<file path="src/rtl/fsc_pkg.sv">
package fsc_pkg;

    typedef enum logic [3:0] {
        ST_IDLE,
        ST_SWD_CLR,
        ST_QUIESCE,
        ST_DRAIN,
        ST_SR_ENTER,
        ST_RFSH_UPD,
        ST_PHY_LOW,
        ST_PHY_HIGH,
        ST_CLK_SW,
        ST_PHY_DROP,
        ST_GUARD,
        ST_SR_EXIT,
        ST_MR_PROG,
        ST_RESTORE,
        ST_SW_DONE,
        ST_FINISH
    } fsc_state_e;

    // operating-mode code meaning "self-refresh entered by software"
    localparam logic [5:0] OPMODE_SR_SW = 6'h23;

    // mode registers rewritten per rank, and the slot used by the last one
    localparam int unsigned MR_COUNT     = 7;
    localparam logic [2:0]  MR_LAST_SLOT = 3'd7;

endpackage

</file>
<file path="src/rtl/fsc_guard_timer.sv">
module fsc_guard_timer #(
    parameter int unsigned CYCLES = 3500
) (
    input  logic clk,
    input  logic rst_n,
    input  logic run_i,
    output logic expired_o
);
    localparam int unsigned CW = $clog2(CYCLES + 1);
    localparam logic [CW-1:0] LAST = CW'(CYCLES - 1);

    logic [CW-1:0] cnt_q;

    always_ff @(posedge clk or negedge rst_n) begin
        if (!rst_n) begin
            cnt_q <= '0;
        end else if (!run_i) begin
            cnt_q <= '0;
        end else if (cnt_q != LAST) begin
            cnt_q <= cnt_q + 1'b1;
        end
    end

    assign expired_o = run_i && (cnt_q == LAST);

    // the count never runs past its last value while armed
    p_guard_bounded_r7: assert property (@(posedge clk) disable iff (!rst_n)
        run_i && (cnt_q == LAST) |=> !run_i || (cnt_q == LAST));

endmodule

</file>
<file path="src/rtl/fsc_mr_issuer.sv">
module fsc_mr_issuer import fsc_pkg::*; #(
    parameter int unsigned NUM_RANKS = 2,
    localparam int unsigned RW = (NUM_RANKS > 1) ? $clog2(NUM_RANKS) : 1
) (
    input  logic          clk,
    input  logic          rst_n,
    input  logic          go_i,
    input  logic          ack_i,
    output logic          req_o,
    output logic [2:0]    addr_o,
    output logic [2:0]    sel_o,
    output logic [RW-1:0] rank_o,
    output logic          done_o
);
    localparam logic [2:0]    MR_LAST   = 3'(MR_COUNT - 1);
    localparam logic [RW-1:0] RANK_LAST = RW'(NUM_RANKS - 1);

    logic [2:0]    mr_q;
    logic [RW-1:0] rank_q;
    logic          fin_q;

    always_ff @(posedge clk or negedge rst_n) begin
        if (!rst_n) begin
            mr_q   <= '0;
            rank_q <= '0;
            fin_q  <= 1'b0;
        end else if (!go_i) begin
            mr_q   <= '0;
            rank_q <= '0;
            fin_q  <= 1'b0;
        end else if (!fin_q && ack_i) begin
            if (mr_q == MR_LAST) begin
                mr_q <= '0;
                if (rank_q == RANK_LAST) begin
                    fin_q <= 1'b1;
                end else begin
                    rank_q <= rank_q + 1'b1;
                end
            end else begin
                mr_q <= mr_q + 1'b1;
            end
        end
    end

    always_comb begin
        req_o  = go_i && !fin_q;
        addr_o = mr_q;
        sel_o  = (mr_q == MR_LAST) ? MR_LAST_SLOT : mr_q;
        rank_o = rank_q;
        done_o = fin_q;
    end

    // an unacknowledged request keeps its address and rank
    p_mr_hold_r9: assert property (@(posedge clk) disable iff (!rst_n)
        req_o && !ack_i |=> req_o && $stable(addr_o) && $stable(rank_o));

endmodule

</file>
<file path="src/rtl/fsc_ctrl.sv">
module fsc_ctrl import fsc_pkg::*; #(
    parameter int unsigned PSW = 2
) (
    input  logic           clk,
    input  logic           rst_n,
    input  logic           start_i,
    input  logic [PSW-1:0] target_i,
    input  logic           port_busy_rd_i,
    input  logic           port_busy_wr_i,
    input  logic           wrq_empty_i,
    input  logic           rdq_empty_i,
    input  logic [5:0]     op_mode_i,
    input  logic           phy_init_cmpl_i,
    input  logic           clk_sw_ack_i,
    input  logic           sw_done_ack_i,
    input  logic           guard_done_i,
    input  logic           mr_done_i,
    output logic           guard_run_o,
    output logic           mr_go_o,
    output logic           busy_o,
    output logic           done_o,
    output logic           port_en_o,
    output logic           hif_dis_o,
    output logic           selfref_o,
    output logic [PSW-1:0] pstate_o,
    output logic           rfsh_lvl_o,
    output logic           phy_init_start_o,
    output logic [PSW-1:0] phy_freq_o,
    output logic           clk_sw_req_o,
    output logic           sw_done_o
);
    fsc_state_e     st_q, st_d;
    logic [PSW-1:0] tgt_q;
    logic [PSW-1:0] pstate_q;
    logic           rfsh_q;
    logic           in_sr;

    assign in_sr = (op_mode_i == OPMODE_SR_SW);

    // state register
    always_ff @(posedge clk or negedge rst_n) begin
        if (!rst_n) begin
            st_q <= ST_IDLE;
        end else begin
            st_q <= st_d;
        end
    end

    // next-state logic
    always_comb begin
        st_d = st_q;
        unique case (st_q)
            ST_IDLE:     if (start_i) st_d = ST_SWD_CLR;
            ST_SWD_CLR:  st_d = ST_QUIESCE;
            ST_QUIESCE:  if (!port_busy_rd_i && !port_busy_wr_i) st_d = ST_DRAIN;
            ST_DRAIN:    if (wrq_empty_i && rdq_empty_i) st_d = ST_SR_ENTER;
            ST_SR_ENTER: if (in_sr) st_d = ST_RFSH_UPD;
            ST_RFSH_UPD: st_d = ST_PHY_LOW;
            ST_PHY_LOW:  st_d = ST_PHY_HIGH;
            ST_PHY_HIGH: if (!phy_init_cmpl_i) st_d = ST_CLK_SW;
            ST_CLK_SW:   if (clk_sw_ack_i) st_d = ST_PHY_DROP;
            ST_PHY_DROP: if (phy_init_cmpl_i) st_d = ST_GUARD;
            ST_GUARD:    if (guard_done_i) st_d = ST_SR_EXIT;
            ST_SR_EXIT:  if (!in_sr) st_d = ST_MR_PROG;
            ST_MR_PROG:  if (mr_done_i) st_d = ST_RESTORE;
            ST_RESTORE:  st_d = ST_SW_DONE;
            ST_SW_DONE:  if (sw_done_ack_i) st_d = ST_FINISH;
            ST_FINISH:   st_d = ST_IDLE;
            default:     st_d = ST_IDLE;
        endcase
    end

    // data registers: latched target, published state, refresh level
    always_ff @(posedge clk or negedge rst_n) begin
        if (!rst_n) begin
            tgt_q    <= '0;
            pstate_q <= '0;
            rfsh_q   <= 1'b0;
        end else begin
            if (st_q == ST_IDLE && start_i) begin
                tgt_q <= target_i;
            end
            if (st_q == ST_RFSH_UPD) begin
                pstate_q <= tgt_q;
                rfsh_q   <= ~rfsh_q;
            end
        end
    end

    // output decode
    always_comb begin
        busy_o           = (st_q != ST_IDLE);
        done_o           = (st_q == ST_FINISH);
        sw_done_o        = (st_q == ST_IDLE) || (st_q == ST_SW_DONE) || (st_q == ST_FINISH);
        port_en_o        = (st_q == ST_IDLE) || (st_q == ST_SWD_CLR) || (st_q == ST_RESTORE)
                        || (st_q == ST_SW_DONE) || (st_q == ST_FINISH);
        hif_dis_o        = (st_q inside {ST_DRAIN, ST_SR_ENTER, ST_RFSH_UPD, ST_PHY_LOW,
                                         ST_PHY_HIGH, ST_CLK_SW, ST_PHY_DROP, ST_GUARD,
                                         ST_SR_EXIT, ST_MR_PROG});
        selfref_o        = (st_q inside {ST_SR_ENTER, ST_RFSH_UPD, ST_PHY_LOW, ST_PHY_HIGH,
                                         ST_CLK_SW, ST_PHY_DROP, ST_GUARD});
        phy_init_start_o = (st_q == ST_PHY_HIGH) || (st_q == ST_CLK_SW);
        clk_sw_req_o     = (st_q == ST_CLK_SW);
        guard_run_o      = (st_q == ST_GUARD);
        mr_go_o          = (st_q == ST_MR_PROG);
        pstate_o         = pstate_q;
        phy_freq_o       = pstate_q;
        rfsh_lvl_o       = rfsh_q;
    end

    // host disable only after both ports report idle
    p_hif_after_idle_r2: assert property (@(posedge clk) disable iff (!rst_n)
        $rose(hif_dis_o) |-> $past(!port_busy_rd_i && !port_busy_wr_i));

    // self-refresh request only after both queues are empty
    p_sr_after_drain_r3: assert property (@(posedge clk) disable iff (!rst_n)
        $rose(selfref_o) |-> $past(wrq_empty_i && rdq_empty_i));

    // published state changes only once self-refresh was confirmed
    p_pstate_in_sr_r4: assert property (@(posedge clk) disable iff (!rst_n)
        $changed(rfsh_lvl_o) |-> $past(selfref_o));

    // clock switch only after init-complete went low
    p_clksw_after_low_r5: assert property (@(posedge clk) disable iff (!rst_n)
        $rose(clk_sw_req_o) |-> $past(!phy_init_cmpl_i));

    // clock-switch request held until acknowledged
    p_clksw_hold_r5: assert property (@(posedge clk) disable iff (!rst_n)
        clk_sw_req_o && !clk_sw_ack_i |=> clk_sw_req_o);

    // start while busy never alters the latched target
    p_start_ignored_r11: assert property (@(posedge clk) disable iff (!rst_n)
        busy_o |=> $stable(tgt_q) || !$past(busy_o));

endmodule

</file>
<file path="src/rtl/freq_change_seq.sv">
module freq_change_seq import fsc_pkg::*; #(
    parameter int unsigned NUM_PSTATES = 4,
    parameter int unsigned NUM_RANKS   = 2,
    parameter int unsigned CLK_MHZ     = 250,
    parameter int unsigned GUARD_US    = 14,
    localparam int unsigned PSW = (NUM_PSTATES > 1) ? $clog2(NUM_PSTATES) : 1,
    localparam int unsigned RW  = (NUM_RANKS > 1) ? $clog2(NUM_RANKS) : 1
) (
    input  logic           clk,
    input  logic           rst_n,
    input  logic           start_i,
    input  logic [PSW-1:0] target_i,
    output logic           busy_o,
    output logic           done_o,
    input  logic           port_busy_rd_i,
    input  logic           port_busy_wr_i,
    input  logic           wrq_empty_i,
    input  logic           rdq_empty_i,
    input  logic [5:0]     op_mode_i,
    input  logic           phy_init_cmpl_i,
    input  logic           clk_sw_ack_i,
    input  logic           sw_done_ack_i,
    input  logic           mr_ack_i,
    output logic           port_en_o,
    output logic           hif_dis_o,
    output logic           selfref_o,
    output logic [PSW-1:0] pstate_o,
    output logic           rfsh_lvl_o,
    output logic           phy_init_start_o,
    output logic [PSW-1:0] phy_freq_o,
    output logic           clk_sw_req_o,
    output logic           sw_done_o,
    output logic           mr_req_o,
    output logic [2:0]     mr_addr_o,
    output logic [2:0]     mr_sel_o,
    output logic [RW-1:0]  mr_rank_o
);
    localparam int unsigned GUARD_CYC = CLK_MHZ * GUARD_US;

    logic guard_run, guard_done, mr_go, mr_done;

    fsc_ctrl #(.PSW(PSW)) u_ctrl (
        .clk              (clk),
        .rst_n            (rst_n),
        .start_i          (start_i),
        .target_i         (target_i),
        .port_busy_rd_i   (port_busy_rd_i),
        .port_busy_wr_i   (port_busy_wr_i),
        .wrq_empty_i      (wrq_empty_i),
        .rdq_empty_i      (rdq_empty_i),
        .op_mode_i        (op_mode_i),
        .phy_init_cmpl_i  (phy_init_cmpl_i),
        .clk_sw_ack_i     (clk_sw_ack_i),
        .sw_done_ack_i    (sw_done_ack_i),
        .guard_done_i     (guard_done),
        .mr_done_i        (mr_done),
        .guard_run_o      (guard_run),
        .mr_go_o          (mr_go),
        .busy_o           (busy_o),
        .done_o           (done_o),
        .port_en_o        (port_en_o),
        .hif_dis_o        (hif_dis_o),
        .selfref_o        (selfref_o),
        .pstate_o         (pstate_o),
        .rfsh_lvl_o       (rfsh_lvl_o),
        .phy_init_start_o (phy_init_start_o),
        .phy_freq_o       (phy_freq_o),
        .clk_sw_req_o     (clk_sw_req_o),
        .sw_done_o        (sw_done_o)
    );

    fsc_guard_timer #(.CYCLES(GUARD_CYC)) u_guard (
        .clk       (clk),
        .rst_n     (rst_n),
        .run_i     (guard_run),
        .expired_o (guard_done)
    );

    fsc_mr_issuer #(.NUM_RANKS(NUM_RANKS)) u_mr (
        .clk    (clk),
        .rst_n  (rst_n),
        .go_i   (mr_go),
        .ack_i  (mr_ack_i),
        .req_o  (mr_req_o),
        .addr_o (mr_addr_o),
        .sel_o  (mr_sel_o),
        .rank_o (mr_rank_o),
        .done_o (mr_done)
    );

    // no mode-register traffic while self-refresh is requested
    p_mr_outside_sr_r8: assert property (@(posedge clk) disable iff (!rst_n)
        mr_req_o |-> !selfref_o && !hif_dis_o == 1'b0);

    // completion only with traffic fully restored
    p_done_restored_r10: assert property (@(posedge clk) disable iff (!rst_n)
        done_o |-> sw_done_o && port_en_o && !hif_dis_o && busy_o);

    // init start never high while self-refresh is not requested
    p_init_in_sr_r6: assert property (@(posedge clk) disable iff (!rst_n)
        phy_init_start_o |-> selfref_o);

endmodule

</file>
<file path="config.mk">
export PLATFORM = sky130hd
export DESIGN_NAME = freq_change_seq
export DESIGN_NICKNAME = d
export VERILOG_FILES = /design/src/rtl/fsc_pkg.sv /design/src/rtl/fsc_guard_timer.sv /design/src/rtl/fsc_mr_issuer.sv /design/src/rtl/fsc_ctrl.sv /design/src/rtl/freq_change_seq.sv
export SDC_FILE = /design/constraint.sdc
export NUM_CORES = 1
export LEC_CHECK = 0
export CORE_MARGIN = 3
export CORE_UTILIZATION = 47
export DETAILED_ROUTE_END_ITERATION = 7
export PLACE_DENSITY = 0.84
export SYNTH_ARGS = -nofsm -noshare
export SYNTH_HDL_FRONTEND = slang
export SYNTH_SLANG_ARGS = --single-unit
</file>
<file path="constraint.sdc">
create_clock -name clk -period 2.6 [get_ports clk]
set_clock_uncertainty 0.1 [all_clocks]
set_input_delay 0.39 -clock clk [delete_from_list [all_inputs] [get_ports clk]]
set_output_delay 0.39 -clock clk [all_outputs]
set_load 0.005 [all_outputs]
</file>
After elaboration in Yosys (flattened, before gate mapping)
Index checks and enable logic that the tools add are counted.
Word-level totals
  register bits after elaboration: 26
  latch bits: 0
  bits in writable memories: 0
  bits in read-only memories: 0
  input port bits: 19
  output and inout port bits: 21
  word-level logic and storage cells: 95
  memories kept: 0
Cells by class
  add/subtract/negate cells: 3
  multiply operators: 0
  div/mod/pow operators: 0
  $lt $le $gt $ge: 0
  equality and inequality tests: 34
  shift-type cells: 0
  muxes and demuxes: 26
  bitwise logic cells: 1
  reductions and logical operators: 23
Operators with widths (number)
  case mux 4 bit (16 select lines): 1
  2-to-1 mux 4 bit: 11
  == test 4 bit, second input constant: 8
  2-to-1 mux 12 bit: 2
  inequality test 2 bit, second input constant: 12
  == test 4 x 3 -> 1 bit, second input constant: 4
  adder 12 x 1 -> 12 bit, second input constant: 1
  == test 12 bit, second input constant: 1
  2-to-1 mux 3 bit: 4
  inequality test 12 bit, second input constant: 1
  AND reduction 11 bit: 1
  nonzero test 10 bit: 1
  == test 4 x 2 -> 1 bit, second input constant: 2
  2-to-1 mux 1 bit: 8
  logical OR 1 bit: 7
  nonzero test 7 bit: 1
  == test 6 bit, second input constant: 1
  logical AND 1 bit: 6
  inequality test 2 x 1 -> 1 bit, second input constant: 3
  == test 4 x 1 -> 1 bit, second input constant: 1
  zero test 4 bit: 1
  nonzero test 4 bit: 1
  adder 3 x 1 -> 3 bit, second input constant: 1
  == test 3 bit, second input constant: 1
  other kinds (5): 7

Depth between registers and ports, before layout
Gate-level depths: netlist of the first run.
  word-level depth: 5
  depth in mapped cells: 6
  mapped depth without buffers: 5

Hierarchy
Synthesis of the first run repeated with hierarchy kept, for this count alone.
Second synthesis, totals
  cells, all modules: 163
  area total of the unflattened synthesis: 1517.7 µm²
Modules (own cells, without submodules)
  fsc_guard_timer: times used 1, cells an instance 64, area an instance 636.9 µm², sequential area each 300.3 µm²
  fsc_ctrl: times used 1, cells an instance 72, area an instance 624.3 µm², sequential area each 225.2 µm²
  fsc_mr_issuer: times used 1, cells an instance 27, area an instance 256.5 µm², sequential area each 125.1 µm²

Least setup slack after synthesis of the first run
Ideal clock, no wire load.
  kind: input-to-reg
  start point: input port op_mode_i[3]
  end point: register u_ctrl.st_q[0]
  library setup time: 0.121 ns
  data arrival time: 1.739 ns
  required time: 2.379 ns
  setup slack: 0.640 ns
  stages on the path: 4
  buffers on the path: 0
  cell sequence: or4b_1 -> or4_4 -> o311a_1 -> a32o_2
On the way
  cells in the longest elaborated chain, start to end: 3
  elaborated cells between the ends (all ways): 4
  those cells by class: eq/ne (3); reduce/logical (1)
Ends and longest elaborated chain
  from (decl): RTL line freq_change_seq.sv:19  | input logic [5:0] op_mode_i,
  == test 6 bit (*): RTL line fsc_ctrl.sv:38  | assign in_sr = (op_mode_i == OPMODE_SR_SW);
  inequality test 2 x 1 -> 1 bit (no source line) or inequality test 2 bit (tied branches)
  AND reduction 11 bit (no source line) (*)
  to (signal assigned): RTL line fsc_ctrl.sv:45  | st_q <= st_d;
  to (decl): RTL line fsc_ctrl.sv:32  | fsc_state_e st_q, st_d;
Mark *: on every way between the ends. The rest lies on a longest branch, timed or not.
A chain may end at the register's enable or synchronous reset.

Final worst setup path of the first run
  start point: register u_ctrl.st_q[3]
  end point: output port port_en_o
On the way
  cells in the longest elaborated chain, start to end: 5
  elaborated cells between the ends (all ways): 9
  those cells by class: eq/ne (4); reduce/logical (5)
Ends and longest elaborated chain
  == test 4 x 1 -> 1 bit or zero test 4 bit (tied branches): RTL line fsc_ctrl.sv:95  | port_en_o = (st_q == ST_IDLE) || (st_q == ST_SWD_CLR) || (st_q == ST_RESTORE)
  logical OR 1 bit (2 in series): RTL line fsc_ctrl.sv:95
  logical OR 1 bit: RTL line fsc_ctrl.sv:96  | || (st_q == ST_SW_DONE) || (st_q == ST_FINISH);
  logical OR 1 bit (*): RTL line fsc_ctrl.sv:96
  to (decl): RTL line freq_change_seq.sv:24  | output logic port_en_o,
Marks and branches as above.

==> run metrics, run 1 <==
cts hold-fix bufs=0; CTS tree=done; Inserted Diodes=0; Worst R2R Path Depth=4; number of cells produced by synthesis=157; drt total wl=3240 microns; top sig layer=met4; Metal-1 WL=1500 microns; CP required=2.11 ns; Clock power frac=16.9%; Int Pwr=1.08 mW; Crit-path slowest cell=dfrtp_1; CP Buf/Inv Count=1; Max VDD drop=0.000635 V; Largest delay share family, worst path=flip-flops; global-route usage over all layers=18.3%; Routed met2 length=1610 microns; Root Buffer=clkbuf_4; Die ar.=3780 sq um; Comb pwr share=43.7%; fin crit share=92.9%; max_cap viols=0; Final min period=2.42 ns; antenna violations before repair=0; Final Wtd Congestion=0.852; FF+latch count, synth=26; Clock Path Buffers=2; clk sinks=26; Post-CTS Setup Inserts=0; Skew-Pair Late Insertion Delay=0.32 ns; CP Depth=3; Avg WL per Cell=14.5 microns; CP arrival=1.93 ns; Flop pwr share=39.4%; CTS HTree Levels=1; Critical R2R Launch=u_ctrl.st_q[3]$_DFFE_PN0P_; clock slew at reported path FFs=0.14 ns; Post-synth EDFFs=0; worst-path cell chain=or3_1 > o21ai_0 > clkdlybuf4s50_1; Yosys cell types=41; clock buffer count from CTS=3; gr ovfl total=0; layout net count=213; via count=1,279; max-slew violation count=0; non-filler cells in the finished layout=223; die extent in x=61.5 microns; worst reg-to-reg setup slack=0.48 ns; Critical R2R Capture=u_ctrl.st_q[0]$_DFFE_PN0P_; worst slew pin tran=0.498 ns; P per Cell Area=859 nW/um^2; PortBufs=39; Peak Freq=414 MHz; Mapped Area=1450 sq um; status=finished clean; Initial Util=50.8%; Switching Share=34.4%; P_leak=0.730 nW; critical path class=reg -> out; Die H=61.5 microns; Final Hold Viols=0; hold crit path type=in -> async; prevailing post-synth register cell=dfrtp_1; post-synth net total=177; Worst setup SP type=register; # placed instances=219; Avg Inst Size Synth=9.23 sq um; critical path endpoint category=output pin; vias in the first global route=1,243; # IOs=40; Antenna Nets Post-Route=0; Yosys warnings=0; Row Count=19; layout cell share with drive strength beyond 1=10.9%; largest net degree at the start of global routing=27; ys async rst share=100%; RSZ-0062 raised after global routing=false; drt pass-1 iters=5; final setup fails=0; Worst slew margin=66.0%; register area share after synthesis=44.9%; DP Wirelength=2500 microns; Psw=0.564 mW; Layout area overhead=31.8%; DRC Markers=0; wire length of the first global-routing pass=5310 microns; total negative slack=0 ns; Via density=5.74; met3 wire length=109 microns; Iter 0 DRT Violations=68; Core Area=2850 sq um; Max stage delay on crit path=0.56 ns; Max FO, Critical Path=15
[timing repair]
item                                   in CTS  in global routing
endpoints found under the hold margin       0                  0
resized for setup                           0                  4
setup endpoints to repair                   0                  1
[Yosys cell counts, types with 2 or more instances]
| library cell | count | area [sq um] |
|---|---|---|
| nor2_1 | 18 | 67.6 |
| inv_1 | 2 | 7.51 |
| mux2i_1 | 2 | 20.0 |
| mux2_2 | 5 | 56.3 |
| nor3_1 | 2 | 10.0 |
| nor4_1 | 2 | 12.5 |
| or4b_1 | 2 | 20.0 |
| dfrtp_1 | 26 | 651 |
| or3_1 | 5 | 31.3 |
| nand3_1 | 11 | 55.1 |
| a31oi_1 | 2 | 12.5 |
| a21oi_1 | 9 | 45.0 |
| nand2b_1 | 4 | 25.0 |
| nand2_1 | 14 | 52.6 |
| clkbuf_1 | 8 | 30.0 |
| nand4_1 | 3 | 18.8 |
| xor2_1 | 3 | 26.3 |
| nor3b_1 | 2 | 15.0 |
| buf_4 | 2 | 15.0 |
| xnor2_1 | 7 | 61.3 |
| nand3b_1 | 3 | 22.5 |
| o21ai_0 | 6 | 30.0 |
[cell families (layout without fill, tap and decap cells)]
family | count (synthesis) | after routing | synth area share, %
AND/OR/NAND/NOR | 75 | 75 | 28.1
XOR/XNOR | 10 | 10 | 6.05
multiplexers | 7 | 7 | 5.27
AO/OA/AOI/OAI | 25 | 25 | 10.9
adder cells (fa/ha/maj) | 1 | 1 | 0.863
buffers and inverters | 13 | 48 | 3.97
flip-flops | 26 | 26 | 44.9
[metrics by stage]
step           area [sq um]  hold slack (ns)  total power [mW]  setup WS [ns]  util (%)
6_report               1910            0.308              1.64          0.184      66.9
5_1_grt                1910            0.325              1.75         0.0296      66.9
2_1_floorplan          1450         -0.00559              1.01          0.640         -
3_3_place_gp           1850            0.360              1.33          0.232      64.9
4_1_cts                1900            0.315              1.64         0.0867      66.7
3_5_place_dp           1850            0.364              1.36          0.222      64.9
[layout make-up]
type | count | area (sq um)
Clock buffer | 3 | 22.5
Clock inverter | 1 | 30.0
Tap cell | 31 | 38.8
Multi-Input combinational cell | 118 | 743
Inverter | 2 | 7.51
Sequential cell | 26 | 654
Fill cell | 226 | 943
Timing Repair Buffer | 42 | 413
[power groups by stage]
stage	registers (mW)	clock network [mW]	logic [mW]
2_1_floorplan	0.547	0	0.463
3_3_place_gp	0.628	0	0.699
3_5_place_dp	0.639	0	0.717
4_1_cts	0.633	0.283	0.720
5_1_grt	0.662	0.300	0.788
6_report	0.646	0.277	0.717
[registers in the layout, summed over array words and instances (netlist names)]
register           flops
u_ctrl.tgt_q           2
u_mr.addr_o            3
u_ctrl.st_q            4
u_mr.done_o            1
u_mr.rank_o            1
u_guard.cnt_q         12
u_ctrl.phy_freq_o      2
u_ctrl.rfsh_lvl_o      1
[routing by layer]
layer,track usage (%),vias up
met1,24.8,609
met3,3.14,2
met4,2.42,0
li1,-,635
met2,31.7,33
met5,0,-
[placed cells by master (no fill, tap or decap), drive strengths merged, types with 3 or more instances in the layout]
cell type / count
nand4: 3
mux2: 5
clkdlybuf4s50: 39
nor2: 18
xnor2: 7
nand2b: 4
nand2: 14
buf: 3
nand3b: 3
nand3: 11
xor2: 3
a21oi: 9
or3: 5
o21ai: 6
dfrtp: 26
clkbuf: 3
[worst max-delay path by stage]
stage / start / end
after floorplan: op_mode_i[3] / u_ctrl.st_q[0]$_DFFE_PN0P_
after global placement: op_mode_i[3] / u_ctrl.st_q[0]$_DFFE_PN0P_
after detailed placement: op_mode_i[3] / u_ctrl.st_q[0]$_DFFE_PN0P_
after CTS: u_ctrl.st_q[1]$_DFFE_PN0P_ / mr_req_o
after global routing: u_ctrl.st_q[3]$_DFFE_PN0P_ / mr_req_o
final: u_ctrl.st_q[3]$_DFFE_PN0P_ / port_en_o
Note: power is estimated with default switching activity, not from simulation.
==> run 2: changes to the inputs <==
--- a/config.mk
+++ b/config.mk
@@ -6,9 +6,10 @@
 export NUM_CORES = 1
 export LEC_CHECK = 0
 export CORE_MARGIN = 3
-export CORE_UTILIZATION = 47
+export CORE_UTILIZATION = 43
 export DETAILED_ROUTE_END_ITERATION = 7
-export PLACE_DENSITY = 0.84
+export GPL_TIMING_DRIVEN = 0
+export PLACE_DENSITY = 0.82
 export SYNTH_ARGS = -nofsm -noshare
 export SYNTH_HDL_FRONTEND = slang
 export SYNTH_SLANG_ARGS = --single-unit
==> constraint.sdc (replaced) <==
create_clock -name clk -period 2.1 [get_ports clk]
set_clock_uncertainty 0.1 [all_clocks]
set_input_delay 0.315 -clock clk [delete_from_list [all_inputs] [get_ports clk]]
set_output_delay 0.315 -clock clk [all_outputs]
set_load 0.005 [all_outputs]
==> run metrics, run 2 (synthesis results as in run 1) <==
status=finished clean; fin crit share=96.6%; wire length of the first global-routing pass=6140 microns; Final WS setup=0.0705 ns; Peak Freq=493 MHz; drt pass-1 iters=4; DRC Markers=0; Layout area overhead=42.9%; Critical R2R Capture=u_guard.cnt_q[1]$_DFFE_PN0P_; CTS tree=done; Worst setup SP type=register; Die H=64.0 microns; most frequent cells in the layout=clkdlybuf4s50_1, dfrtp_1, nor2_1; CTS HTree Levels=1; CP required=2.22 ns; clk sinks=26; Initial Util=46.3%; CP arrival=2.15 ns; RSZ-0062 raised after global routing=true; cts hold-fix bufs=0; max FFs per register=12; Max FO, Critical Path=4; vias in the first global route=1,379; Die ar.=4100 sq um; # IOs=40; layout net count=229; clock buffer count from CTS=3; layout filler cell count=258; die extent in x=64.0 microns; Worst slew margin=23.7%; Critical R2R Launch=u_guard.cnt_q[4]$_DFFE_PN0P_; antenna violations before repair=0; Final Hold Viols=0; dpl ws=-0.220 ns; Iter 0 DRT Violations=77; Root Buffer=clkbuf_4; worst-path cell chain=or4b_1 > or4_4 > buf_6 > mux2i_1 > nor2_1; gr ovfl total=0; final setup fails=0; P per Cell Area=1050 nW/um^2; via count=1,393; max_cap viols=0; Core Area=3130 sq um; worst reg-to-reg setup slack=0.07 ns; FF+latch area=652 sq um; Final Wtd Congestion=0.914; PortBufs=39; P_leak=0.869 nW; critical hold path startpoint=u_ctrl.rfsh_lvl_o$_DFFE_PN0P_; largest net degree at the start of global routing=27; most common cell after layout, fill and taps aside=clkdlybuf4s50_1; DP Wirelength=2600 microns; Design Power=2.18 mW; Row Count=20; worst slew pin tran=1.14 ns; Via density=5.53; Worst R2R Path Depth=5; clock slew at reported path FFs=0.14 ns; drt total wl=3650 microns; Clock Path Buffers=2; Endpoint, Worst Hold=u_ctrl.rfsh_lvl_o$_DFFE_PN0P_; critical path endpoint category=register; Skew-Pair Late Insertion Delay=0.33 ns; hold path depth=1; max-slew violation count=0; area of the multi-input gates=788 sq um; global-route usage over all layers=19.1%; Crit-path slowest cell=or4b_1; Max stage delay on crit path=0.54 ns; Avg WL per Cell=14.5 microns; Inserted Diodes=0; hold crit path type=reg -> reg; Finished Core Util=66.2%; Final min period=2.03 ns; layout cell share with drive strength beyond 1=19.2%; Max VDD drop=0.000668 V; Biggest register=u_guard.cnt_q; Antenna Nets Post-Route=0; total negative slack=0 ns; critical path class=reg -> reg
## run 2: changes by cell type in the layout (fill, tap and decap cells not counted), moves of 2 or more
cell / change
buf_4: +11
clkdlybuf4s50_1: -9
dlygate4sd2_1: +4
dlymetal6s2s_1: +4
clkbuf_1: +3
clkbuf_8: +2
dfrtp_1: +2
dfrtp_2: -2
nor2_1: -2
## run 2: cell type report
class	count	area share, %
Multi-Input combinational cell	118	38.1
Sequential cell	26	31.5
Timing Repair Buffer	48	22.1
Buffer	10	3.56
Tap cell	44	2.66
Clock buffer	4	1.75
Inverter	2	0.363
## run 2: worst max-delay path by stage
stage,startpoint,to
2_1_floorplan,op_mode_i[3],u_ctrl.st_q[0]$_DFFE_PN0P_
3_3_place_gp,op_mode_i[3],u_ctrl.st_q[0]$_DFFE_PN0P_
3_5_place_dp,op_mode_i[3],u_ctrl.st_q[0]$_DFFE_PN0P_
4_1_cts,u_ctrl.st_q[0]$_DFFE_PN0P_,mr_req_o
5_1_grt,u_guard.cnt_q[4]$_DFFE_PN0P_,u_guard.cnt_q[1]$_DFFE_PN0P_
6_report,u_guard.cnt_q[4]$_DFFE_PN0P_,u_guard.cnt_q[1]$_DFFE_PN0P_
## run 2: timing repair
item	in CTS	in global routing
resized for setup	24	15
pin swaps	1	2
setup buffers	5	4
endpoints found under the setup margin	10	8
endpoints found under the hold margin	0	0
## run 2: power breakdown
part / internal [mW] / switching, mW / leakage [nW] / total (mW)
logic: 0.667 / 0.573 / 0.504 / 1.24
registers: 0.603 / 0.0763 / 0.344 / 0.680
clock network: 0.106 / 0.150 / 0.0210 / 0.256
## run 2: per-stage QoR
stage	hold WS, ns	cell area [sq um]	cells
floorplan	-0.0806	1450	157
global placement	0.357	1890	240
detailed placement	0.365	1890	240
CTS	0.385	2010	248
global route	0.409	2070	252
finish	0.387	2070	252
## run 2: critical path: cells and delay by family (launching register included)
family | cells | cell delay, ns
buffers and inverters | 1 | 0.14
flip-flops | 1 | 0.43
multiplexers | 1 | 0.15
AND/OR/NAND/NOR | 3 | 1.10
## run 2: per-layer routing
layer	vias to the layer above	wire, microns	GRT usage, %
met4	0	63	9.43
li1	669	-	-
met3	6	136	2.81
met5	-	0	0
met1	677	1510	21.9
met2	41	1940	34.2
